$ cat src/rtl/strload_pkg.sv
package strload_pkg;
  localparam int unsigned DEF_BANKS    = 8;
  localparam int unsigned DEF_BUSY     = 6;
  localparam int unsigned DEF_LATENCY  = 12;
  localparam int unsigned DEF_ADDR_W   = 8;
  localparam int unsigned DEF_MAX_LEN  = 64;
  localparam int unsigned DEF_CNT_W    = 16;
  localparam int unsigned DEF_BUSY_W   = 6;
  localparam logic [7:0]  FILL_KEY     = 8'h5A;
endpackage

$ cat src/rtl/slb_rst_sync.sv
module slb_rst_sync (
  input  logic clk,
  input  logic rst_n,
  output logic rst_sn
);
  logic [1:0] sync_q;

  always_ff @(posedge clk or negedge rst_n) begin
    if (!rst_n) sync_q <= 2'b00;
    else        sync_q <= {sync_q[0], 1'b1};
  end

  assign rst_sn = sync_q[1];
endmodule

$ cat src/rtl/slb_bank_timer.sv
module slb_bank_timer #(
  parameter int unsigned NB     = 8,
  parameter int unsigned BUSY   = 6,
  parameter int unsigned BUSY_W = 6,
  localparam int unsigned BW    = $clog2(NB)
) (
  input  logic          clk,
  input  logic          rst_n,
  input  logic          fire,
  input  logic [BW-1:0] fire_bank,
  output logic [NB-1:0] idle
);
  for (genvar b = 0; b < NB; b++) begin : g_bank
    logic [BUSY_W-1:0] cnt_q, cnt_d;
    logic              load_en;

    assign load_en = fire && (fire_bank == BW'(b));

    always_comb begin
      cnt_d = cnt_q;
      if (load_en)           cnt_d = BUSY_W'(BUSY - 1);
      else if (cnt_q != '0)  cnt_d = cnt_q - 1'b1;
    end

    always_ff @(posedge clk or negedge rst_n) begin
      if (!rst_n) cnt_q <= '0;
      else        cnt_q <= cnt_d;
    end

    assign idle[b] = (cnt_q == '0);
  end
endmodule

$ cat src/rtl/slb_bank_array.sv
module slb_bank_array #(
  parameter int unsigned NB     = 8,
  parameter int unsigned ADDR_W = 8,
  localparam int unsigned BW    = $clog2(NB),
  localparam int unsigned ROW_W = ADDR_W - BW,
  localparam int unsigned ROWS  = 1 << ROW_W,
  localparam int unsigned DW    = 2 * ADDR_W
) (
  input  logic [ADDR_W-1:0] rd_addr,
  output logic [DW-1:0]     rd_data
);
  import strload_pkg::*;

  logic [DW-1:0] mem [NB][ROWS];
  logic [DW-1:0] bank_word [NB];

  always_comb begin
    for (int b = 0; b < NB; b++) begin
      for (int r = 0; r < ROWS; r++) begin
        logic [ADDR_W-1:0] a;
        a = ADDR_W'(r * NB + b);
        mem[b][r] = {a ^ ADDR_W'(FILL_KEY), a};
      end
    end
  end

  for (genvar b = 0; b < NB; b++) begin : g_rd
    assign bank_word[b] = mem[b][rd_addr[ADDR_W-1:BW]];
  end

  assign rd_data = bank_word[rd_addr[BW-1:0]];
endmodule

$ cat src/rtl/slb_return_pipe.sv
module slb_return_pipe #(
  parameter int unsigned LAT = 12,
  parameter int unsigned W   = 8
) (
  input  logic         clk,
  input  logic         rst_n,
  input  logic         in_v,
  input  logic [W-1:0] in_p,
  output logic         out_v,
  output logic [W-1:0] out_p
);
  logic         v_q [LAT];
  logic [W-1:0] p_q [LAT];

  for (genvar s = 0; s < LAT; s++) begin : g_stage
    logic         v_in;
    logic [W-1:0] p_in;
    if (s == 0) begin : g_first
      assign v_in = in_v;
      assign p_in = in_p;
    end else begin : g_next
      assign v_in = v_q[s-1];
      assign p_in = p_q[s-1];
    end

    always_ff @(posedge clk or negedge rst_n) begin
      if (!rst_n) v_q[s] <= 1'b0;
      else        v_q[s] <= v_in;
    end

    always_ff @(posedge clk) begin
      if (v_in) p_q[s] <= p_in;
    end
  end

  assign out_v = v_q[LAT-1];
  assign out_p = p_q[LAT-1];
endmodule

$ cat src/rtl/strided_load_engine.sv
module strided_load_engine #(
  parameter int unsigned NB      = strload_pkg::DEF_BANKS,
  parameter int unsigned BUSY    = strload_pkg::DEF_BUSY,
  parameter int unsigned LAT     = strload_pkg::DEF_LATENCY,
  parameter int unsigned ADDR_W  = strload_pkg::DEF_ADDR_W,
  parameter int unsigned MAX_LEN = strload_pkg::DEF_MAX_LEN,
  parameter int unsigned CNT_W   = strload_pkg::DEF_CNT_W,
  parameter int unsigned BUSY_W  = strload_pkg::DEF_BUSY_W,
  localparam int unsigned BW     = $clog2(NB),
  localparam int unsigned IDX_W  = $clog2(MAX_LEN),
  localparam int unsigned LEN_W  = IDX_W + 1,
  localparam int unsigned DW     = 2 * ADDR_W
) (
  input  logic              clk,
  input  logic              rst_n,
  input  logic              start_i,
  input  logic [ADDR_W-1:0] base_i,
  input  logic [ADDR_W-1:0] stride_i,
  input  logic [IDX_W-1:0]  len_m1_i,
  output logic              busy_o,
  output logic              elem_valid_o,
  output logic [IDX_W-1:0]  elem_idx_o,
  output logic [DW-1:0]     elem_data_o,
  output logic              done_o,
  output logic [CNT_W-1:0]  done_cycles_o
);
  localparam int unsigned PW = 1 + IDX_W + DW;

  logic rst_sn;

  logic              run_q,    run_d;
  logic [LEN_W-1:0]  issued_q, issued_d;
  logic [LEN_W-1:0]  len_q,    len_d;
  logic [ADDR_W-1:0] addr_q,   addr_d;
  logic [ADDR_W-1:0] stride_q, stride_d;
  logic [CNT_W-1:0]  cnt_q,    cnt_d;

  logic              start_take;
  logic              issue_fire;
  logic [BW-1:0]     issue_bank;
  logic [NB-1:0]     bank_idle;
  logic [DW-1:0]     rd_word;
  logic              is_last;
  logic [PW-1:0]     req_p, ret_p;
  logic              ret_v, ret_last;
  logic [IDX_W-1:0]  ret_idx;
  logic [DW-1:0]     ret_data;

  slb_rst_sync u_rst (
    .clk    (clk),
    .rst_n  (rst_n),
    .rst_sn (rst_sn)
  );

  assign start_take = start_i && !run_q;
  assign issue_bank = addr_q[BW-1:0];
  assign issue_fire = run_q && (issued_q < len_q) && bank_idle[issue_bank];
  assign is_last    = (issued_q == (len_q - 1'b1));

  slb_bank_timer #(.NB(NB), .BUSY(BUSY), .BUSY_W(BUSY_W)) u_timer (
    .clk       (clk),
    .rst_n     (rst_sn),
    .fire      (issue_fire),
    .fire_bank (issue_bank),
    .idle      (bank_idle)
  );

  slb_bank_array #(.NB(NB), .ADDR_W(ADDR_W)) u_mem (
    .rd_addr (addr_q),
    .rd_data (rd_word)
  );

  assign req_p = {is_last, issued_q[IDX_W-1:0], rd_word};

  slb_return_pipe #(.LAT(LAT), .W(PW)) u_ret (
    .clk   (clk),
    .rst_n (rst_sn),
    .in_v  (issue_fire),
    .in_p  (req_p),
    .out_v (ret_v),
    .out_p (ret_p)
  );

  assign {ret_last, ret_idx, ret_data} = ret_p;

  always_comb begin
    run_d    = run_q;
    issued_d = issued_q;
    len_d    = len_q;
    addr_d   = addr_q;
    stride_d = stride_q;
    cnt_d    = cnt_q;
    if (start_take) begin
      run_d    = 1'b1;
      issued_d = '0;
      len_d    = {1'b0, len_m1_i} + 1'b1;
      addr_d   = base_i;
      stride_d = stride_i;
      cnt_d    = CNT_W'(1);
    end else if (run_q) begin
      cnt_d = cnt_q + 1'b1;
      if (issue_fire) begin
        issued_d = issued_q + 1'b1;
        addr_d   = addr_q + stride_q;
      end
      if (ret_v && ret_last) run_d = 1'b0;
    end
  end

  always_ff @(posedge clk or negedge rst_sn) begin
    if (!rst_sn) begin
      run_q    <= 1'b0;
      issued_q <= '0;
      len_q    <= '0;
      addr_q   <= '0;
      stride_q <= '0;
      cnt_q    <= '0;
    end else begin
      run_q    <= run_d;
      issued_q <= issued_d;
      len_q    <= len_d;
      addr_q   <= addr_d;
      stride_q <= stride_d;
      cnt_q    <= cnt_d;
    end
  end

  assign busy_o        = run_q;
  assign elem_valid_o  = ret_v;
  assign elem_idx_o    = ret_idx;
  assign elem_data_o   = ret_data;
  assign done_o        = ret_v && ret_last;
  assign done_cycles_o = cnt_q;
endmodule

$ cat config.mk
export PLATFORM = sky130hd
export DESIGN_NAME = strided_load_engine
export DESIGN_NICKNAME = d
export VERILOG_FILES = /design/src/rtl/strload_pkg.sv /design/src/rtl/slb_rst_sync.sv /design/src/rtl/slb_bank_timer.sv /design/src/rtl/slb_bank_array.sv /design/src/rtl/slb_return_pipe.sv /design/src/rtl/strided_load_engine.sv
export SDC_FILE = /design/constraint.sdc
export NUM_CORES = 1
export LEC_CHECK = 0
export BUFFER_PORTS_ARGS = -buffer_cell sky130_fd_sc_hd__buf_2
export CORE_ASPECT_RATIO = 0.6
export CORE_MARGIN = 5
export CORE_UTILIZATION = 37
export DETAILED_ROUTE_END_ITERATION = 10
export GPL_TIMING_DRIVEN = 0
export HOLD_SLACK_MARGIN = 0.03
export PLACE_DENSITY = 0.63
export SLEW_MARGIN = 25
export SYNTH_ARGS = -nofsm -noshare
export SYNTH_HDL_FRONTEND = slang
export SYNTH_HIERARCHICAL = 1
export SYNTH_SLANG_ARGS = --single-unit
$ cat constraint.sdc
create_clock -name clk -period 9.51 [get_ports clk]
set_clock_uncertainty 0.2 [all_clocks]
set_input_delay 1.902 -clock clk [delete_from_list [all_inputs] [get_ports clk]]
set_output_delay 1.902 -clock clk [all_outputs]
set_load 0.01 [all_outputs]
==> results of run 1 <==
-- cell usage after synthesis (17+ instances only) --
| cell type | n | area [µm²] |
|---|---|---|
| edfxtp_1 | 276 | 8290 |
| dfrtp_1 | 109 | 2730 |
| nand2_1 | 61 | 229 |
| inv_1 | 43 | 161 |
| nor2_1 | 40 | 150 |
| ha_1 | 34 | 425 |
| nor3_1 | 34 | 170 |
| a21oi_1 | 31 | 155 |
| o31ai_1 | 25 | 188 |
| xnor2_1 | 21 | 184 |
| nand3_1 | 20 | 100 |
| o21ai_0 | 18 | 90.1 |
| mux2i_1 | 17 | 170 |
| nand4_1 | 17 | 106 |
-- area by class of cell --
class	instances	share of cell area (%)
Multi-Input combinational cell	438	18.0
Sequential cell	385	67.0
Buffer	27	0.966
Inverter	44	1.00
Clock inverter	17	1.26
Tap cell	513	3.90
Timing Repair Buffer	67	2.31
Clock buffer	44	5.59
-- through the flow --
stage               instances  hold slack [ps]
floorplan                 894              131
global placement         1472              136
detailed placement       1474             32.7
CTS                      1535             39.1
global route             1535             47.9
finish                   1535             17.5
-- state kept, by name, summed over array words and instances (netlist names) --
register,count
addr_q,8
u_rst/sync_q,2
stride_q,8
done_cycles_o,16
u_ret/g_stage.v_in,11
len_q,7
issued_q,7
u_ret/p_q,276
u_timer/g_bank.cnt_q,48
u_ret/out_v,1
busy_o,1
-- power by group through the flow --
stage	clock, µW	sequential, µW	combinational, µW
final	1380	1860	184
after global routing	1490	1870	209
after CTS	1430	1860	187
after detailed placement	0	1900	186
after global placement	0	1910	167
after floorplan	0	1900	119
-- cell families (layout without fill, tap and decap cells) --
logic type      count (synthesis)  in the layout  share of synthesized area [%]
mux                            21             21                           1.76
fa+ha+maj                      35             35                           3.12
flops                         385            385                           77.1
other cells                     1              1                         0.0262
buf+inv                        71            199                           2.27
compound gates                111            111                           4.89
xor+xnor                       33             33                           2.02
simple gates                  237            237                           8.84
-- how the worst max path moves through the flow --
stage	from	end	slack, ps	cells after the start
6_report	u_timer/g_bank[3].cnt_q[0]	u_timer/g_bank[4].cnt_q[1]	5340	11
4_1_cts	u_timer/g_bank[3].cnt_q[0]	u_timer/g_bank[4].cnt_q[1]	5360	11
5_1_grt	u_timer/g_bank[3].cnt_q[0]	u_timer/g_bank[4].cnt_q[1]	5060	11
2_1_floorplan	u_rst/sync_q[1]	addr_q[0]	6050	0
3_5_place_dp	u_timer/g_bank[3].cnt_q[0]	u_timer/g_bank[4].cnt_q[1]	5380	11
3_3_place_gp	u_rst/sync_q[1]	stride_q[2]	4220	0
-- worst max-delay path, delay by kind of cell, from the launching register on --
family | cells | cell delay [ps]
AOI/OAI and AO/OA | 1 | 70
adders and majority gates | 1 | 160
buffers and inverters | 2 | 480
DFF | 1 | 390
muxes | 2 | 450
and+or+nand+nor | 5 | 2250
-- metal layers --
metal | global-route usage (%) | part of all wire [%] | vias to the layer above
li1 | - | - | 3526
met3 | 2.77 | 5.6 | 40
met5 | 0 | 0.12 | -
met4 | 2.87 | 1.9 | 4
met1 | 15.0 | 50 | 3348
met2 | 14.5 | 42 | 153
-- cell usage in the layout (no fill, tap or decap), types with 25 or more instances in the layout --
master and instances:
edfxtp_1 276, dfrtp_1 108, buf_2 68, nand2_1 61, inv_1 43, nor2_1 40, clkbuf_16 35, nor3_1 34
ha_1 34, a21oi_1 31, o31ai_1 25
==> results.toml, run 1 <==
[outcome]
status = "finished, final reports clean"

[cts]
cts-root-buf = "clkbuf_16"
ctsHtreeMaxLevel = 2
holdBufCountCts = 0
clockBufferDepth = 3
cts-resized-gates = 0
clk_pin_slew_ps = 70
post_cts_buffers = 0
clock_sinks = 385
cts-buffers-inserted = 34
clock_latency_ps = 520
cts_tree = "done"

[setup_path]
rrSetupSlack_ps = 5340
crit_arrival_ps = 4330
crit_slowest_cell = "nor4bb_1"
r2r_start = "u_timer/g_bank[3].cnt_q[0]"
path_max_fanout = 38
slowest_delay_ps = 870
endpoint_kind = "register"
start_kind = "register"
cp_cell_sequence = "inv_1 > ha_1 > or4b_1 > nor2_2 > mux4_1 > mux2i_2 > nor3_4 > buf_6 > nor4bb_1 > or4_1 > o31ai_1"
rr_worst_depth = 11
r2r_end = "u_timer/g_bank[4].cnt_q[1]"
path_class = "register to register"
required_ps = 9670

[synthesis]
syn_area_mm2 = 0.0143
ys_ff_latch = 385
ys.flop_type = "edfxtp_1"
yosysWarnings = 6
synthesis.nets = 954
synthCells = 894
avgSynthCellArea_um2 = 16.0
synth_edf_count = 276
yosysSeqAreaShare_pct = 77.1
ys_types = 67
synthArstFlopShare_pct = 28.3

[timing]
rsz0062_at_grt = "no"
worstMarginPinSlew_ps = 1040
slew_headroom_pct = 29.7
fin_ws_ps = 5340
fin_crit_ps = 4170
hold_violations = 0
max_clock_freq_ghz = 0.240
tns_ps = 0
setup_viol = 0
period_share_pct = 43.9
final_max_slew_viol_count = 0

[detailed_routing]
ant_nets = 0
vias = 7071
via_per_inst = 4.61
first_pass_iters = 5
wl_per_cell_um = 13.9
dr.first_iter.drc_count = 451
routed_wl_mm = 21.3
drc = 0

[power_and_ir_drop]
comb_power_share_pct = 5.4
seq_power_share_pct = 54.4
p_total_uw = 3430
p_sw_share_pct = 21.1
switching_power_uw = 723
intPower_uw = 2700
ir_worst_vdd_mv = 0.114
pwr-share-clk_pct = 40.2
static-leakage-power_uw = 0.00598
powerDensity_mw_per_mm2 = 208

[worst_hold_path]
hold_class = "register to asynchronous set/reset pin"

[global_route]
grt_pass1_vias = 6905
antenna_found_initial = 3
grt_max_degree = 49
grt_pass1_wl_mm = 35.7
grt_overflow = 0
grt_usage_pct = 10.1

[job]
maxCapViolations = 0

[placed_design]
place.gp.congestion = 0.821
placed_area_mm2 = 0.0153
dp_hpwl_mm = 14.2
place_ws_ps = 5380
io_buffers = 65

[finish]
fill_cells = 3305
area_delta_synth_final_pct = 15.1
drive_gt1_share_pct = 14.7
multi_input_area_mm2 = 0.00295
fin_util_pct = 43.4
num_antenna_cells = 0
layout.nets = 1057
final_area_mm2 = 0.0164
regArea_mm2 = 0.0110

[floorplan]
die-area_mm2 = 0.0428
die_h_um = 162
die_x_um = 264
core-area_mm2 = 0.0379
io_pins = 66
rows = 55
initial_core_util_pct = 37.7
(Power assumes the default switching activity.)
==> run 2, diff against run 1 <==
==> constraint.sdc (replaced) <==
create_clock -name clk -period 4.08 [get_ports clk]
set_clock_uncertainty 0.2 [all_clocks]
set_input_delay 0.816 -clock clk [delete_from_list [all_inputs] [get_ports clk]]
set_output_delay 0.816 -clock clk [all_outputs]
set_load 0.01 [all_outputs]
==> run 2 against run 1 <==
Against the previous run:
- hold slack is essentially flat
- register-to-register slack lost 4900 ps
- maximum frequency grew 13%
- core utilization grew 0.063 points
- final cell count is essentially flat
- sequential power grew 130%
- count of clock-buffer cells in the layout is the same
- global-route usage is essentially flat
- die area is the same
- clock power grew 130%
- first-iteration DRC count grew 6.9%
- non-clock buffer count grew 1
- critical path type unchanged
- largest power group unchanged
- highest routed layer unchanged
==> results.toml, run 2 (same netlist as run 1, synthesis figures left out) <==
[setup_path]
critical_path.top_delay_family = "simple AND/OR/NAND/NOR gates"
start_kind = "register"
crit_arrival_ps = 3870
worst-path-buf-inv = 2
cp.depth = 11
path_max_fanout = 47
path_class = "register to register"
cp_cell_sequence = "inv_1 > ha_1 > or4b_1 > nor2_2 > mux4_1 > mux2i_2 > nor3_4 > buf_8 > nor4bb_2 > or4_1 > o31ai_1"
slowest_delay_ps = 590
rr_worst_depth = 11
crit_slowest_cell = "nor4bb_2"
required_ps = 4260
endpoint_kind = "register"

[finish]
final_cell_mix = "edfxtp_1, dfrtp_1, buf_2"
final_area_mm2 = 0.0165
final_common_cell = "edfxtp_1"
layout.nets = 1058
num_antenna_cells = 0
largest_reg_flops = 276
area_delta_synth_final_pct = 15.2
drive_gt1_share_pct = 14.9
top_register = "u_ret/p_q"

[global_route]
grt_overflow = 0
grt_max_degree = 49
grt_pass1_vias = 6924
grt_pass1_wl_mm = 35.7
grt_usage_pct = 10.1
antenna_found_initial = 3

[detailed_routing]
routed_wl_mm = 21.3
ant_nets = 0
dr.first_iter.drc_count = 482
drc = 0
via_per_inst = 4.60
vias = 7072
first_pass_iters = 6
wl_per_cell_um = 13.9

[floorplan]
die_x_um = 264
core-area_mm2 = 0.0379
die_h_um = 162
rows = 55
io_pins = 66
initial_core_util_pct = 37.7
die-area_mm2 = 0.0428

[cts]
clock_latency_ps = 520
cts_tree = "done"
cts-root-buf = "clkbuf_16"
cts-buffers-inserted = 34
clockBufferDepth = 3
clock_sinks = 385
clk_pin_slew_ps = 70
ctsHtreeMaxLevel = 2

[timing]
slew_headroom_pct = 40.5
fin_crit_ps = 3690
period_share_pct = 90.4
setup_viol = 0
max_clock_freq_ghz = 0.271
final_max_slew_viol_count = 0
rsz0062_at_grt = "no"
hold_violations = 0
worstMarginPinSlew_ps = 893

[worst_hold_path]
hold_class = "register to asynchronous set/reset pin"

[power_and_ir_drop]
ir_worst_vdd_mv = 0.265
static-leakage-power_uw = 0.00599
powerDensity_mw_per_mm2 = 485
p_total_uw = 8000

[placed_design]
placed_area_mm2 = 0.0153
place.gp.congestion = 0.821
io_buffers = 65
dp_hpwl_mm = 14.2

[outcome]
status = "finished, final reports clean"

[job]
maxCapViolations = 0
==> run 2: changes by cell type in the layout (fill, tap and decap cells not counted) <==
| cell | change |
|---|---|
| nor4bb_2 | +1 |
| buf_6 | -1 |
| buf_4 | +1 |
| nor4bb_1 | -1 |
| clkbuf_1 | -1 |
| dlygate4sd3_1 | +1 |
| buf_8 | +1 |
==> run 2: report_power, final <==
| part | internal, µW | switching (µW) |
|---|---|---|
| registers | 4230 | 112 |
| logic | 209 | 221 |
| clock network | 1860 | 1360 |
==> run 2: layer usage <==
layer  wire (µm)  GRT usage (%)  vias up
li1            -              -     3531
met1       10800           15.1     3344
met2        8910           14.6      151
met3        1160           2.77       42
met4         417           2.87        4
met5          25              0        -
==> run 2: final timing paths <==
path	from	endpoint	slack, ps
min in group clk	u_rst/sync_q[0]	u_rst/sync_q[1]	150
hold reg to reg	u_rst/sync_q[1]	u_timer/g_bank[7].cnt_q[1]	20
setup / recovery	u_timer/g_bank[3].cnt_q[0]	u_timer/g_bank[4].cnt_q[1]	390
max in group asynchronous	u_rst/sync_q[1]	addr_q[6]	2810
setup reg to reg	u_timer/g_bank[3].cnt_q[0]	u_timer/g_bank[4].cnt_q[1]	390
hold / removal	u_rst/sync_q[1]	u_timer/g_bank[7].cnt_q[1]	20
==> run 2: worst register-to-register path: stages (launching register included) <==
cell and delay (ps):
dfrtp_1 390, inv_1 100, ha_1 160, or4b_1 500, nor2_2 280, mux4_1 330
mux2i_2 120, nor3_4 260, buf_8 330, nor4bb_2 600, or4_1 210, o31ai_1 60
==> run 2: final cells by class <==
class                      count  area [µm²]
clock inverter                17         208
tap                          513         642
multi-input combinational    438        2960
inverter                      44         165
clock buffer                  44         920
fill                        3305       21400
timing repair buffer          69         398
buffer                        26         159
sequential                   385       11000
==> run 2: through the flow <==
stage / instances / util, % / TNS [ps] / hold WS (ps) / setup slack (ps)
4_1_cts: 1537 / 43.4 / 0 / 39.1 / 173
3_3_place_gp: 1472 / 40.2 / -127780 / 136 / -1210
5_1_grt: 1536 / 43.4 / 0 / 47.9 / 131
2_1_floorplan: 894 / - / 0 / 131 / 619
3_5_place_dp: 1474 / 40.4 / -70.1 / 32.7 / -51.7
6_report: 1536 / 43.4 / 0 / 17.6 / 392
==> run 2: what timing repair did <==
action | in CTS | in global routing
pin swaps | 1 | 0
hold buffers | 1 | 0
buffers inserted | 1 | 0
endpoints found under the setup margin | 2 | 5
gates resized for setup | 2 | 0
hold endpoints to repair | 2 | 0
